**config.mk**
```make
export PLATFORM = sky130hd
export DESIGN_NAME = nand_bus_seq
export DESIGN_NICKNAME = d
export VERILOG_FILES = /design/src/rtl/nand_bus_seq.sv
export SDC_FILE = /design/constraint.sdc
export NUM_CORES = 1
export LEC_CHECK = 0
export ABC_AREA = 1
export BUFFER_PORTS_ARGS = -buffer_cell sky130_fd_sc_hd__buf_2
export CORE_AREA = 2 2 85 87
export DETAILED_ROUTE_END_ITERATION = 16
export DIE_AREA = 0 0 87 89
export PLACE_DENSITY_LB_ADDON = 0.25
export SYNTH_ARGS = -nofsm -noshare
export SYNTH_HDL_FRONTEND = slang
export SYNTH_SLANG_ARGS = --single-unit
```
**constraint.sdc**
```tcl
create_clock -name clk -period 4.7 [get_ports clk]
set_clock_uncertainty 0.1 [all_clocks]
set_input_delay 0.94 -clock clk [delete_from_list [all_inputs] [get_ports clk]]
set_output_delay 0.94 -clock clk [all_outputs]
set_load 0.03 [all_outputs]
```
**src/rtl/nand_bus_seq.sv**
```systemverilog
module nand_bus_seq #(
  parameter int TLOW  = 2,
  parameter int THIGH = 2
) (
  input  logic        clk,
  input  logic        rst_n,
  input  logic        start,
  input  logic [3:0]  op,
  input  logic [11:0] col,
  input  logic [16:0] row,
  input  logic [7:0]  wdata,
  input  logic        wlast,
  input  logic        rb_n,
  output logic        ce_n,
  output logic        cle,
  output logic        ale,
  output logic        we_n,
  output logic [7:0]  io_out,
  output logic        io_oe,
  output logic        data_ack,
  output logic        done,
  output logic        busy,
  output logic        err
);

  localparam int CMAX = (TLOW > THIGH) ? TLOW : THIGH;
  localparam int CW   = $clog2(CMAX + 1);
  localparam logic [CW-1:0] LO_END = CW'(TLOW - 1);
  localparam logic [CW-1:0] HI_END = CW'(THIGH - 1);

  typedef enum logic [2:0] {
    S_IDLE, S_CMD1, S_ADDR, S_DATA, S_CMD2, S_WBSY, S_WRDY, S_DONE
  } st_t;

  st_t         st;
  logic [3:0]  op_q;
  logic [11:0] col_q;
  logic [16:0] row_q;
  logic [2:0]  aidx;
  logic        ph;
  logic [CW-1:0] cnt;
  logic [7:0]  dbyte;
  logic        dlast, ack_q, err_q;

  logic [7:0] c1, c2, abyte;
  logic       two_cmd, row_only, has_data;

  always_comb begin
    c1 = 8'h00; c2 = 8'h00;
    two_cmd = 1'b1; row_only = 1'b0; has_data = 1'b0;
    case (op_q)
      4'd0: begin c1 = 8'h00; c2 = 8'h30; end
      4'd1: begin c1 = 8'h00; c2 = 8'h35; end
      4'd2: begin c1 = 8'h80; c2 = 8'h10; has_data = 1'b1; end
      4'd3: begin c1 = 8'h80; c2 = 8'h15; has_data = 1'b1; end
      4'd4: begin c1 = 8'h85; c2 = 8'h10; end
      4'd5: begin c1 = 8'h60; c2 = 8'hD0; row_only = 1'b1; end
      4'd6: begin c1 = 8'h70; two_cmd = 1'b0; end
      4'd7: begin c1 = 8'h90; two_cmd = 1'b0; end
      default: begin c1 = 8'hFF; two_cmd = 1'b0; end
    endcase
  end

  always_comb begin
    case (aidx)
      3'd0:    abyte = col_q[7:0];
      3'd1:    abyte = {4'b0, col_q[11:8]};
      3'd2:    abyte = row_q[7:0];
      3'd3:    abyte = row_q[15:8];
      default: abyte = {7'b0, row_q[16]};
    endcase
  end

  wire in_slot  = (st == S_CMD1) || (st == S_ADDR) || (st == S_DATA) || (st == S_CMD2);
  wire slot_end = in_slot && ph && (cnt == HI_END);
  wire op_ok    = (op <= 4'd8);

  assign busy     = (st != S_IDLE);
  assign ce_n     = (st == S_IDLE);
  assign io_oe    = in_slot;
  assign we_n     = !(in_slot && !ph);
  assign cle      = (st == S_CMD1) || (st == S_CMD2);
  assign ale      = (st == S_ADDR);
  assign done     = (st == S_DONE);
  assign data_ack = ack_q;
  assign err      = err_q;

  always_comb begin
    case (st)
      S_CMD1:  io_out = c1;
      S_ADDR:  io_out = abyte;
      S_DATA:  io_out = dbyte;
      S_CMD2:  io_out = c2;
      default: io_out = 8'h00;
    endcase
  end

  always_ff @(posedge clk) begin
    if (!rst_n) begin
      st <= S_IDLE; op_q <= '0; col_q <= '0; row_q <= '0; aidx <= '0;
      ph <= 1'b0; cnt <= '0; dbyte <= '0; dlast <= 1'b0;
      ack_q <= 1'b0; err_q <= 1'b0;
    end else begin
      ack_q <= 1'b0;
      err_q <= start && (busy || !op_ok);

      if (in_slot) begin
        if (!ph) begin
          if (cnt == LO_END) begin ph <= 1'b1; cnt <= '0; end
          else cnt <= cnt + 1'b1;
        end else if (cnt == HI_END) begin
          ph <= 1'b0; cnt <= '0;
        end else cnt <= cnt + 1'b1;
      end

      case (st)
        S_IDLE: if (start && op_ok) begin
          st <= S_CMD1; op_q <= op; col_q <= col; row_q <= row;
        end
        S_CMD1: if (slot_end) begin
          if (two_cmd) begin
            st <= S_ADDR; aidx <= row_only ? 3'd2 : 3'd0;
          end else st <= S_DONE;
        end
        S_ADDR: if (slot_end) begin
          if (aidx == 3'd4) begin
            if (has_data) begin
              st <= S_DATA; dbyte <= wdata; dlast <= wlast; ack_q <= 1'b1;
            end else st <= S_CMD2;
          end else aidx <= aidx + 1'b1;
        end
        S_DATA: if (slot_end) begin
          if (dlast) st <= S_CMD2;
          else begin dbyte <= wdata; dlast <= wlast; ack_q <= 1'b1; end
        end
        S_CMD2: if (slot_end) st <= S_WBSY;
        S_WBSY: if (!rb_n) st <= S_WRDY;
        S_WRDY: if (rb_n) st <= S_DONE;
        default: st <= S_IDLE;
      endcase
    end
  end

endmodule

```
* After elaboration in Yosys (flattened, before gate mapping)
Index checks and enable logic that the tools add are counted. Widths: inputs -> output; s select.
Storage, ports and cells: register bits 53, bits of input ports 46, output and inout bits 17, word-level logic and storage cells 121
Cells by class: add/sub/neg operators 2, $lt $le $gt $ge 1, equality and inequality tests 32, multiplexer cells 47, reduce and logical (&&, ||, !) cells 28
Operators by type and width (number):
- $pmux 8 s4 | 2
- $pmux 8 s6 | 1
- $mux 3 | 15
- $mux 8 | 5
- $pmux 8 s5 | 1
- $pmux 3 s7 | 1
- $ne 2x2->1 const B | 9
- $eq 4x3->1 const B | 4
- $mux 1 | 16
- $pmux 8 s2 | 1
- $eq 3x3->1 const B | 5
- $eq 3x2->1 const B | 4
- $reduce_and 5->1 | 2
- $reduce_and 9->1 | 1
- $eq 4x2->1 const B | 2
- $ne 2x1->1 const B | 4
- $eq 3x1->1 const B | 2
- $logic_not 3->1 | 2
- $pmux 3 s2 | 1
- $reduce_and 6->1 | 1
- $reduce_or 2->1 | 3
- $reduce_or 6->1 | 1
- $logic_and 1x1->1 | 5
- $logic_or 1x1->1 | 5
- 12 further kinds | 17

* Depth between registers and ports, before layout
depth after elaboration 8, depth in mapped cells 12, depth with buffers taken out 12

* Worst setup path after synthesis
Ideal clock, no wire load.
kind reg2out, start point register aidx[0], end point output port io_out[4], arrival time 1.410 ns, data required time 3.660 ns, path slack 2.250 ns, stages on the path, launching flop included 7, path buffers 0, cells stage by stage dfxtp_1 > ha_1 > ha_1 > inv_1 > o22ai_1 > o21ai_0 > o2111ai_1
Between the ends: longest elaborated chain between the ends 3, elaborated cells between the ends (all ways) 6, those cells by class 3 x eq/ne; 2 x mux; 1 x reduce/logical
RTL lines:
- from (decl) | line 39 | logic [2:0] aidx;
- from (signal assigned) | line 130 | end else aidx <= aidx + 1'b1;
- $eq 3x2->1 (tied with other cells) | line 65 | case (aidx)
- $pmux 8 s4 (*) | line 65
- $pmux 8 s4 (*) | line 89 | case (st)
- to (decl) | line 18 | output logic [7:0] io_out,
Every way passes the cells marked *; elsewhere a longest branch is shown, timed or not.

* Worst setup path after layout
Ends and elaborated chain as after synthesis.

==> flow_summary.ini <==
[status]
outcome = complete, no violations

[critical_path]
crit_path_cell_trace = ha_1 > ha_1 > inv_1 > o22ai_1 > o21ai_0 > o2111ai_1 > buf_2
worstSetupStartpointType = flip-flop
crit_path_end_kind = output pin
critPathTopFamily = compound AO/OA/AOI/OAI gates
r2r_setup_slack_ns = 2.29
r2r_start = st[0]
crit_type = reg -> out
critPathMaxFanout = 8
cp_data_arrival_time_ns = 2.16
required_ns = 3.66
cp_num_buf_inv = 2
slowest_stage = dfxtp_1
regToRegEndpoint = row_q[14]
reg2regPathDepth = 6
cpMostUsedCell = ha_1
max_stage_delay_ns = 0.35

[logic_synthesis]
ys_warn_count = 0
synth_area_leaders = dfxtp_1 40%, o21ai_0 8.9%, a21oi_1 8.7%
yosysSeqAreaShare_pct = 40.3
synth_edf_count = 0
synth_cell_types = 36
synthCells = 372
async_flop_share_pct = 0
ys_seq_elements = 53
yosys.area.top_type = dfxtp_1
syn_nets = 423
synth_flop_cell = dfxtp_1
avgSynthCellArea_sq_um = 7.08
synth_area_sq_um = 2630
yosysTopAreaCellShare_pct = 40.3

[power_and_ir_drop]
ir_worst_vdd_v = 0.000172
powerDensity_nw_per_um2 = 459
swShare_pct = 43.1
p_seq_share_pct = 40.8
power_leakage_nw = 1.38
internal_power_uw = 803
p_switching_uw = 607
power.share.clock_pct = 19.4
p_comb_share_pct = 39.8
p_total_mw = 1.41

[global_route]
grt_first_pass_wirelength_mm = 10.6
grtUsageMet3_pct = 3.14
grt_max_degree = 64
grt_usage_pct = 17.3
gr-max-usage-layer = met2
met2_usage_pct = 27.1
antenna_found_initial = 0
grt_overflow = 0
use_met1_pct = 24.7
grt_pass1_vias = 2228

[sta]
min_period_ns = 3.20
final-setup-viol-count = 0
slew_headroom_pct = 32.8
maxSlewViolCount = 0
worstMarginPinSlew_ns = 1.01
min_period_over_period_pct = 68.0
hold_viol_final = 0
fmax_mhz = 313
fin_tns_setup_ns = 0
grt_setup_unrepaired = false

[worst_hold_path]
min_to = row_q[16]
hold_path_depth = 2
min_path_type = reg -> reg
min-delay-start = row_q[16]

[floorplanning]
row_count = 30
fp.dieW_microns = 87
fp.dieH_microns = 89
pin_count = 63
die_area_sq_um = 7740
coreArea_sq_um = 6720
start_util_pct = 39.2

[layout]
fin_cells = 509
antennaDiodeCount = 0
drive_above_1_share_pct = 21.7
area_delta_synth_final_pct = 16.6
layout_commonest_cell = buf_2
utilization_pct = 45.7
layout_common_cells = 62 x buf_2, 58 x nand2_1, 53 x dfxtp_1
fin_nets = 479
n_fill_cell = 703

[cts]
cts.sinks = 53
cts.path.max_buffers = 2
post_cts_resized = 0
htreeDepth = 2
clk_pin_slew_ns = 0.10
clock_latency_ns = 0.32
cts_tree = built
cts_hold_repair.buffers = 0
postCtsSetupBuffers = 0
cts_inserted_buffers = 5
clockRootBuffer = clkbuf_8

[route]
wl_mm = 6.64
drcViolationCount = 0
antenna_left = 0
wire_per_inst_microns = 13.0
drt_iter0_markers = 113
firstDrtPassIters = 4
dr_total_vias = 2569
via_per_inst = 5.05

[placement]
gp_congestion = 0.910
hpwlAfterDp_mm = 4.88
numPortBuffers = 62
placed_cells = 501

[flow_run]
drv_cap = 0
[how the worst max path moves through the flow]
stage / end / from / slack (ns) / depth (start not counted)
final: io_out[4] / aidx[0] / 1.50 / 7
after detailed placement: row_q[14] / op[0] / 1.54 / 6
after floorplan: io_out[4] / aidx[0] / 2.25 / 6
after CTS: io_out[7] / aidx[0] / 1.49 / 7
after global routing: io_out[4] / aidx[0] / 1.35 / 7
after global placement: row_q[5] / op[0] / 1.64 / 6
[routing by layer]
| layer | share of wire, % | wire length, microns |
|---|---|---|
| met1 | 48 | 3210 |
| met2 | 44 | 2900 |
| met3 | 6.8 | 453 |
| met4 | 1.1 | 72 |
| met5 | 0 | 0 |
[metrics by stage]
| stage | cell area (sq um) | hold WS, ns | setup WS [ns] |
|---|---|---|---|
| after floorplan | 2630 | 0.325 | 2.25 |
| after global placement | 2980 | 0.335 | 1.64 |
| after detailed placement | 2980 | 0.341 | 1.54 |
| after CTS | 3070 | 0.356 | 1.49 |
| after global routing | 3070 | 0.373 | 1.35 |
| final | 3070 | 0.354 | 1.50 |
[cells by family (layout without fill, tap and decap cells)]
| family | after synthesis | in the layout | synth area share (%) |
|---|---|---|---|
| simple gates | 132 | 132 | 23.9 |
| compound gates | 114 | 114 | 23.0 |
| buf+inv | 68 | 125 | 10.5 |
| flops | 53 | 53 | 40.3 |
| fa+ha+maj | 5 | 5 | 2.38 |
[flip-flops by register name (all words and copies together), names as in the netlist]
register	cells
row_q	17
col_q	12
dbyte	8
op_q	4
aidx	3
st	3
cnt	2
data_ack	1
dlast	1
err	1
ph	1
[area by class of cell]
| class | count | area [sq um] | share of cell area (%) |
|---|---|---|---|
| clock buffers | 5 | 68.8 | 2.24 |
| clock inverters | 3 | 25.0 | 0.815 |
| inverters | 55 | 209 | 6.81 |
| multi-input cells | 251 | 1300 | 42.2 |
| flip-flops and latches | 53 | 1060 | 34.6 |
| well taps | 80 | 100 | 3.26 |
| repair buffers | 62 | 310 | 10.1 |
[synth_stat cells (3+ instances only)]
cell / n
nand2_1: 58
dfxtp_1: 53
inv_1: 52
o21ai_0: 47
a21oi_1: 46
nor2_1: 31
nand3_1: 13
o22ai_1: 9
buf_2: 7
nand2_2: 6
ha_1: 5
o21ai_1: 5
nand4_1: 4
nor2_2: 4
clkbuf_1: 3
nand3_2: 3
nor3_1: 3
[power groups by stage]
| stage | clock [mW] | sequential, mW | combinational [mW] |
|---|---|---|---|
| after floorplan | 0 | 0.576 | 0.435 |
| after global placement | 0 | 0.583 | 0.553 |
| after detailed placement | 0 | 0.584 | 0.562 |
| after CTS | 0.284 | 0.574 | 0.564 |
| after global routing | 0.299 | 0.585 | 0.622 |
| final | 0.273 | 0.575 | 0.562 |
[worst register-to-register path, stage by stage (launching register included)]
cell	delay, ns
dfxtp_1	0.43
nor2_2	0.18
inv_2	0.06
nor2_4	0.14
nand3_2	0.79
o21ai_0	0.53
a21oi_1	0.06
Note: power is estimated with default switching activity, not from simulation.
